==> config.mk <==
export PLATFORM = sky130hd
export DESIGN_NAME = blkx_top
export DESIGN_NICKNAME = d
export VERILOG_FILES = /design/src/rtl/blkx_pkg.sv /design/src/rtl/blkx_regs.sv /design/src/rtl/blkx_entry.sv /design/src/rtl/blkx_pick.sv /design/src/rtl/blkx_top.sv
export SDC_FILE = /design/constraint.sdc
export NUM_CORES = 1
export LEC_CHECK = 0
export BUFFER_PORTS_ARGS = -buffer_cell sky130_fd_sc_hd__buf_4
export CAP_MARGIN = 10
export CORE_AREA = 2 2 208 210
export CTS_CLUSTER_SIZE = 8
export DETAILED_ROUTE_END_ITERATION = 6
export DIE_AREA = 0 0 210 212
export GPL_TIMING_DRIVEN = 1
export HOLD_SLACK_MARGIN = 0.15
export PLACE_DENSITY = 0.6
export SYNTH_ARGS = -nofsm -noshare
export SYNTH_HDL_FRONTEND = slang
export SYNTH_SLANG_ARGS = --single-unit
==> constraint.sdc <==
create_clock -name clk -period 2.6 [get_ports clk]
set_input_delay 0.52 -clock clk [delete_from_list [all_inputs] [get_ports clk]]
set_output_delay 0.52 -clock clk [all_outputs]
set_load 0.005 [all_outputs]
==> src/rtl/blkx_pkg.sv <==
package blkx_pkg;

  localparam int unsigned WORD_W = 32;
  localparam logic [WORD_W-1:0] MIN_MASK = 32'h0001_FFFF;

  typedef enum logic [1:0] {
    ST_DENY = 2'd0,
    ST_RO   = 2'd1,
    ST_RW   = 2'd2
  } blkx_status_e;

  typedef struct packed {
    logic [WORD_W-1:0] upper;
    logic [WORD_W-1:0] lower;
  } blkx_entry_t;

  // Compare mask: length field kept in place (bits 12:2) and moved up by 15.
  function automatic logic [WORD_W-1:0] blkx_mask(input logic [WORD_W-1:0] upper);
    return ((upper & 32'h0000_1FFC) << 15) | MIN_MASK;
  endfunction

  function automatic logic blkx_enabled(input logic [WORD_W-1:0] upper, input logic user);
    return user ? upper[0] : upper[1];
  endfunction

  function automatic logic blkx_match(input logic [WORD_W-1:0] upper,
                                      input logic [WORD_W-1:0] addr);
    logic [WORD_W-1:0] m;
    m = blkx_mask(upper);
    return (addr & ~m) == (upper & ~m);
  endfunction

  function automatic logic [WORD_W-1:0] blkx_phys(input logic [WORD_W-1:0] upper,
                                                  input logic [WORD_W-1:0] lower,
                                                  input logic [WORD_W-1:0] addr);
    logic [WORD_W-1:0] m;
    m = blkx_mask(upper);
    return (addr & m) | (lower & ~m);
  endfunction

  function automatic blkx_status_e blkx_perm(input logic [1:0] prot, input logic write);
    case (prot)
      2'b00:   return ST_DENY;
      2'b10:   return ST_RW;
      default: return write ? ST_DENY : ST_RO;
    endcase
  endfunction

endpackage

==> src/rtl/blkx_regs.sv <==
module blkx_regs
  import blkx_pkg::*;
#(
  parameter int unsigned N_ENT = 8,
  localparam int unsigned IDX_W = $clog2(N_ENT)
) (
  input  logic                    clk,
  input  logic                    rst_n,
  input  logic                    wr_en,
  input  logic [IDX_W-1:0]        wr_idx,
  input  logic                    wr_upper,
  input  logic [WORD_W-1:0]       wr_data,
  output blkx_entry_t [N_ENT-1:0] entries
);

  for (genvar i = 0; i < N_ENT; i++) begin : g_ent
    logic sel;
    assign sel = wr_en && (wr_idx == IDX_W'(i));

    always_ff @(posedge clk) begin
      if (!rst_n) begin
        entries[i] <= '0;
      end else if (sel) begin
        if (wr_upper) entries[i].upper <= wr_data;
        else          entries[i].lower <= wr_data;
      end
    end
  end

endmodule

==> src/rtl/blkx_entry.sv <==
module blkx_entry
  import blkx_pkg::*;
(
  input  blkx_entry_t       ent,
  input  logic [WORD_W-1:0] addr,
  input  logic              user,
  input  logic              write,
  output logic              hit,
  output blkx_status_e      status,
  output logic [WORD_W-1:0] paddr
);

  logic [1:0] prot;
  assign prot   = ent.lower[1:0];
  assign hit    = blkx_enabled(ent.upper, user) && blkx_match(ent.upper, addr);
  assign status = blkx_perm(prot, write);
  assign paddr  = blkx_phys(ent.upper, ent.lower, addr);

endmodule

==> src/rtl/blkx_pick.sv <==
module blkx_pick #(
  parameter int unsigned N_ENT = 8
) (
  input  logic [N_ENT-1:0] req,
  output logic [N_ENT-1:0] grant
);

  always_comb begin
    logic seen;
    seen  = 1'b0;
    grant = '0;
    for (int i = 0; i < N_ENT; i++) begin
      grant[i] = req[i] && !seen;
      seen     = seen || req[i];
    end
  end

endmodule

==> src/rtl/blkx_top.sv <==
module blkx_top
  import blkx_pkg::*;
#(
  parameter int unsigned N_ENT = 8,
  localparam int unsigned IDX_W = $clog2(N_ENT),
  localparam int unsigned HALF  = N_ENT / 2
) (
  input  logic             clk,
  input  logic             rst_n,
  input  logic             wr_en,
  input  logic [IDX_W-1:0] wr_idx,
  input  logic             wr_upper,
  input  logic [31:0]      wr_data,
  input  logic             lk_valid,
  input  logic [31:0]      lk_addr,
  input  logic             lk_instr,
  input  logic             lk_user,
  input  logic             lk_write,
  output logic             rs_valid,
  output logic             rs_hit,
  output logic [1:0]       rs_status,
  output logic [31:0]      rs_paddr
);

  blkx_entry_t [N_ENT-1:0] entries;
  logic [N_ENT-1:0]        raw_hit;
  logic [N_ENT-1:0]        in_group;
  logic [N_ENT-1:0]        hit_vec;
  logic [N_ENT-1:0]        grant;
  blkx_status_e            ent_status [N_ENT];
  logic [WORD_W-1:0]       ent_paddr  [N_ENT];
  logic                    any_hit;
  logic [1:0]              sel_status;
  logic [WORD_W-1:0]       sel_paddr;

  blkx_regs #(.N_ENT(N_ENT)) u_regs (
    .clk      (clk),
    .rst_n    (rst_n),
    .wr_en    (wr_en),
    .wr_idx   (wr_idx),
    .wr_upper (wr_upper),
    .wr_data  (wr_data),
    .entries  (entries)
  );

  for (genvar i = 0; i < N_ENT; i++) begin : g_match
    blkx_entry u_ent (
      .ent    (entries[i]),
      .addr   (lk_addr),
      .user   (lk_user),
      .write  (lk_write),
      .hit    (raw_hit[i]),
      .status (ent_status[i]),
      .paddr  (ent_paddr[i])
    );
    if (i < HALF) begin : g_ifetch
      assign in_group[i] = lk_instr;
    end else begin : g_data
      assign in_group[i] = !lk_instr;
    end
  end

  assign hit_vec = raw_hit & in_group;

  blkx_pick #(.N_ENT(N_ENT)) u_pick (
    .req   (hit_vec),
    .grant (grant)
  );

  assign any_hit = |hit_vec;

  always_comb begin
    sel_status = '0;
    sel_paddr  = '0;
    for (int i = 0; i < N_ENT; i++) begin
      sel_status = sel_status | ({2{grant[i]}} & ent_status[i]);
      sel_paddr  = sel_paddr  | ({WORD_W{grant[i]}} & ent_paddr[i]);
    end
  end

  always_ff @(posedge clk) begin
    if (!rst_n) begin
      rs_valid  <= 1'b0;
      rs_hit    <= 1'b0;
      rs_status <= '0;
      rs_paddr  <= '0;
    end else begin
      rs_valid <= lk_valid;
      if (lk_valid) begin
        rs_hit    <= any_hit;
        rs_status <= sel_status;
        rs_paddr  <= sel_paddr;
      end
    end
  end

endmodule

Word level (Yosys, flattened, before mapping):

Cells that the tools add are included.

* input bits: 75
* bits in registers: 548

* multiplexer cells: 17
* reduce and logical (&&, ||, !) cells: 63
* bitwise gates (word level): 80
* eq/ne operators: 23

Operators by type and width (number)
* AND 32 bit: 32
* bitwise OR 32 bit: 15
* AND 32 x 28 -> 32 bit: 8
* equality test 32 bit: 8
* NOT 28 -> 32 bit: 8
* case mux 2 bit (2 select lines): 8
* AND reduction 2 bit: 16
* logical AND 1 bit: 23
* AND 2 bit: 8
* equality test 2 bit (second input constant): 8
* zero test 2 bit: 8
* bitwise OR 2 bit: 7
* equality test 3 bit (second input constant): 4
* two-way mux 1 bit: 9
* AND 8 bit: 1
* zero test 1 bit: 8
* OR reduction 8 bit: 1
* equality test 3 x 2 -> 1 bit (second input constant): 2
* logical OR 1 bit: 6
* equality test 3 x 1 -> 1 bit (second input constant): 1
* zero test 3 bit: 1
* NOT 1 bit: 1

Logic depth before layout (Yosys ltp):

* word-level depth: 15
* mapped depth: 11

Cells and area by module:

From an unflattened synthesis, not the netlist that was laid out.

* cells, all modules: 2538
* area, all modules: 25244.2 sq um

By module, submodules not included
* blkx_regs: cells each 1743, area each 18297.5 sq um, instances 1
* blkx_entry: cells each 61, area each 504.2 sq um, instances 8
* blkx_top: cells each 296, area each 2829.0 sq um, instances 1
* blkx_pick: cells each 11, area each 83.8 sq um, instances 1

Worst setup path before layout:

Ideal clock, no wire load.

* path type: input to register
* start: input lk_addr[22]
* end: register rs_status[0]
* cell stages on the path: 10
* setup time: 121 ps
* slack: 184 ps
* data arrival time: 2295 ps
* path through: buf_4 > xnor2_1 > o22ai_1 > or4_4 > a2bb2o_4 > and4b_1 > buf_6 > buf_6 > a31oi_1 > o21ai_1

* cells in the longest elaborated chain, start to end: 14
* elaborated cells between the ends (all ways): 60
* classes of those cells: eq/ne: 8; bitwise: 24; reduce/logical: 28

Ends and longest elaborated chain
* start: declaration: RTL line blkx_top.sv:15 `input logic [31:0] lk_addr,`
* AND 32 bit: RTL line blkx_pkg.sv:30 `return (addr & ~m) == (upper & ~m);`
* equality test 32 bit: RTL line blkx_pkg.sv:30
* logical AND 1 bit: RTL line blkx_entry.sv:15 `assign hit = blkx_enabled(ent.upper, user) && blkx_match(ent.upper, addr);`
* AND 8 bit (*): RTL line blkx_top.sv:63 `assign hit_vec = raw_hit & in_group;`
* zero test 1 bit or logical OR 1 bit (tied branches): RTL line blkx_pick.sv:13, blkx_pick.sv:14
* logical AND 1 bit, or another cell as far along: RTL line blkx_pick.sv:13 `grant[i] = req[i] && !seen;`
* AND 2 bit, or another cell as far along: RTL line blkx_top.sv:76 `sel_status = sel_status | ({2{grant[i]}} & ent_status[i]);`
* bitwise OR 2 bit, or another cell as far along (5 in a row): RTL line blkx_top.sv:76
* bitwise OR 2 bit or AND 2 bit (tied branches): RTL line blkx_top.sv:76
* bitwise OR 2 bit (*): RTL line blkx_top.sv:76
* end signal: assignment: RTL line blkx_top.sv:91 `rs_status <= sel_status;`
* end: declaration: RTL line blkx_top.sv:21 `output logic [1:0] rs_status,`

Every way passes the cells marked *; elsewhere a longest branch is shown, timed or not.
A chain may end at the register's enable or synchronous reset.

Worst setup path after layout:

* start: register, netlist name u_regs.entries[314]
* end: register rs_status[1]

* cells in the longest elaborated chain, start to end: 11
* elaborated cells between the ends (all ways): 22
* classes of those cells: eq/ne: 1; bitwise: 10; reduce/logical: 11

Ends and longest elaborated chain
* AND 32 bit (*): RTL line blkx_pkg.sv:30
* equality test 32 bit (*): RTL line blkx_pkg.sv:30
* logical AND 1 bit (*): RTL line blkx_entry.sv:15
* AND 8 bit (*): RTL line blkx_top.sv:63
* logical OR 1 bit: RTL line blkx_pick.sv:14 `seen = seen || req[i];`
* zero test 1 bit or logical OR 1 bit (tied branches): RTL line blkx_pick.sv:13, blkx_pick.sv:14
* logical AND 1 bit, or another cell as far along: RTL line blkx_pick.sv:13
* AND 2 bit, or another cell as far along: RTL line blkx_top.sv:76
* bitwise OR 2 bit, or another cell as far along: RTL line blkx_top.sv:76
* bitwise OR 2 bit or AND 2 bit (tied branches): RTL line blkx_top.sv:76
* bitwise OR 2 bit (*): RTL line blkx_top.sv:76

Marked as above.

==> flow_metrics.py <==
metrics = {
    "synthesis": {
        "ys_seq_area_share_pct": 42.1,
        "synth_edf_count": 0,
        "yosys_register_bits": 396,
        "avgSynthCellArea_sq_um": 8.22,
        "synth_top_area_share_pct": 42.1,
        "synthArstFlopShare_pct": 0,
        "synth_top_family_by_area": "compound AO/OA/AOI/OAI gates",
        "synth_top_cells_by_count": "754 x nand2_1, 396 x dfxtp_1, 360 x a21boi_0",
        "yosys.area_share.simple_pct": 19.8,
        "syn-num-nets": 2362,
        "yosysMostFrequentCell": "nand2_1",
        "ys.flop_type": "dfxtp_1",
        "yosysWarnings": 0,
        "synthMuxAreaShare_pct": 5.51,
        "synth_fa_ha_area_share_pct": 0,
        "synthTopCellsByArea": "dfxtp_1 42%, nand2_1 15%, a21boi_0 14%",
        "yosys.cell_types.count": 57,
        "synth_top_cell_by_area": "dfxtp_1",
        "synth_area_sq_um": 18800,
        "synth_xor_area_share_pct": 5.71,
        "synthCells": 2287,
        "synth_compound_area_share_pct": 21.5,
    },
    "grt": {
        "grt_max_degree": 87,
        "antenna_found_initial": 1,
        "grt_pass1_vias": 16200,
        "gr-total-overflow": 0,
        "grt_use_total_pct": 30.4,
        "grt_pass1_wl_microns": 101000,
    },
    "timing": {
        "setup-tns-final_ns": 0,
        "worst_pin_slew_ns": 0.717,
        "slew_headroom_pct": 51.8,
        "min_period_ns": 2.58,
        "finalCritPeriodShare_pct": 99.2,
        "drv_slew": 0,
        "clock_skew_ns": 0.0125,
        "hold_violations": 0,
        "max_freq_ghz": 0.388,
        "setup_viol": 0,
    },
    "floorplan": {
        "io_pins": 111,
        "rows": 76,
        "start_util_pct": 44.3,
        "die_h_microns": 212,
        "fp.dieW_microns": 210,
        "dieArea_sq_um": 44500,
        "coreArea_sq_um": 42500,
    },
    "worst_setup_path": {
        "critPathSlowestCell": "nor4_1",
        "worstReg2RegStart": "u_regs.entries[314]$_SDFFE_PN0P_",
        "start_kind": "register",
        "cp_cell_sequence": "xnor2_1, o22ai_1, or4_4, buf_4, nor4_1, a311oi_1, nor3b_1, buf_4, a41oi_1",
        "crit_path_max_incr_delay_ns": 0.60,
        "r2r_slack_ns": 0.02,
        "crit_family": "simple AND/OR/NAND/NOR gates",
        "crit_buf_inv": 2,
        "r2r-end": "rs_status[1]$_SDFFE_PN0P_",
        "required_ns": 3.11,
        "endpoint": "rs_status[1]$_SDFFE_PN0P_",
        "arrival_ns": 3.09,
        "cp_max_fo": 3,
        "worstSetupEndpointType": "register",
        "r2r_cells": 9,
        "critPathKind": "register to register",
        "crit_path_frequent_cell": "buf_4",
        "critPathLaunch": "u_regs.entries[314]$_SDFFE_PN0P_",
        "cp_num_cells": 9,
    },
    "routing": {
        "first_iter_violations": 1621,
        "antenna_left": 0,
        "drt_pass1_iterations": 5,
        "via_count": 16900,
        "routed_wirelength_microns": 67800,
        "drt-vias-per-instance": 5.70,
        "wl_per_cell_microns": 22.8,
        "drc_errors": 0,
    },
    "power": {
        "vdd.ir_drop.worst_mv": 0.523,
        "p_leak_nw": 7.57,
        "p_total_mw": 13.8,
        "power_density_nw_per_um2": 618,
    },
    "hold_path": {
        "holdCritPathClass": "input pin to register",
        "hold_path_depth": 3,
    },
    "job": {
        "maxCapViolations": 0,
    },
    "clock_network": {
        "postCtsSetupBuffers": 0,
        "htree_num_levels": 2,
        "ctsResizeCount": 0,
        "cts.sinks": 396,
        "cts_buffers": 55,
        "hold_buffers": 0,
        "clkTransAtPathRegs_ns": 0.05,
        "root_buffer": "clkbuf_16",
        "clk_path_buf_depth": 3,
        "cts_tree": "done",
        "clock_latency_ns": 0.60,
    },
    "finish": {
        "num_antenna_cells": 0,
        "drive_gt1_share_pct": 17.1,
        "stdcell_area_sq_um": 22300,
        "area_growth_pct": 18.4,
        "fin_nets": 2493,
    },
    "run_status": {
        "status": "complete, no violations",
    },
    "place": {
        "hpwlAfterDp_microns": 46300,
        "portBuffers": 106,
        "gp_congestion": 0.923,
        "dpl_cell_area_sq_um": 20800,
    },
}
[worst min-delay path, cell delays in order]
cell	delay, ns
buf_4	0.17
nand2_1	0.06
a21boi_0	0.06
[metrics by stage]
step	instances	util (%)	hold slack, ns	worst slack (ns)
CTS	2967	52.3	0.261	0.00656
global placement	2907	48.9	0.447	-0.373
finish	2967	52.4	0.281	0.0215
floorplan	2287	-	0.439	0.184
global route	2967	52.4	0.276	-0.0448
detailed placement	2907	48.9	0.457	-0.386
[per-layer routing]
metal	global-route usage (%)	routed length, microns	up-vias
met5	0	0	-
met3	8.52	6880	152
met1	40.0	28800	8053
met2	46.9	29300	764
li1	-	-	7939
met4	12.6	2820	0
[logic make-up after synthesis]
kind of cell | count (synthesis)
mux | 97
compound gates | 550
simple gates | 904
flops | 396
xor+xnor | 120
buf+inv | 220
[where the power goes]
| part | internal [mW] | leakage [nW] | switching [mW] |
|---|---|---|---|
| registers | 6.17 | 3.20 | 0.0674 |
| logic | 0.440 | 3.65 | 0.696 |
| clock network | 3.83 | 0.712 | 2.58 |
| total | 10.4 | 7.57 | 3.34 |
[registers in the layout, summed over array words and instances, names as in the netlist]
name            count
u_regs.entries    360
rs_paddr           32
rs_status           2
rs_hit              1
rs_valid            1
[layout make-up]
cell class	count	area, sq um
clock buffers	60	1450
fillers	4002	20200
inverters	17	63.8
multi-input cells	1671	9940
flip-flops and latches	396	7930
well taps	546	683
repair buffers	277	2220
[placed cells by master (no fill, tap or decap), types with 5 or more instances in the layout]
cell / instances
dfxtp_1: 396
mux2_2: 53
xor2_1: 25
nand3_1: 12
o32ai_1: 10
nor2_2: 5
nor2_1: 28
buf_12: 10
nand4_1: 28
a21boi_0: 360
o21ai_0: 16
o221ai_1: 12
a221o_1: 5
a211oi_1: 16
a22oi_1: 15
inv_1: 17
nand2_1: 754
nor2b_1: 22
clkbuf_16: 57
o22ai_1: 51
a31oi_1: 33
o21a_1: 17
xnor2_1: 92
mux2i_1: 44
buf_4: 265
nor4_1: 21
[worst min-delay path by stage]
stage	end	from
floorplan	u_regs.entries[449]$_SDFFE_PN0P_	u_regs.entries[449]$_SDFFE_PN0P_
global placement	u_regs.entries[410]$_SDFFE_PN0P_	u_regs.entries[410]$_SDFFE_PN0P_
detailed placement	u_regs.entries[65]$_SDFFE_PN0P_	u_regs.entries[65]$_SDFFE_PN0P_
CTS	u_regs.entries[42]$_SDFFE_PN0P_	wr_data[10]
global route	u_regs.entries[170]$_SDFFE_PN0P_	wr_data[10]
finish	u_regs.entries[42]$_SDFFE_PN0P_	wr_data[10]
Power figures use the tool's default switching activity.
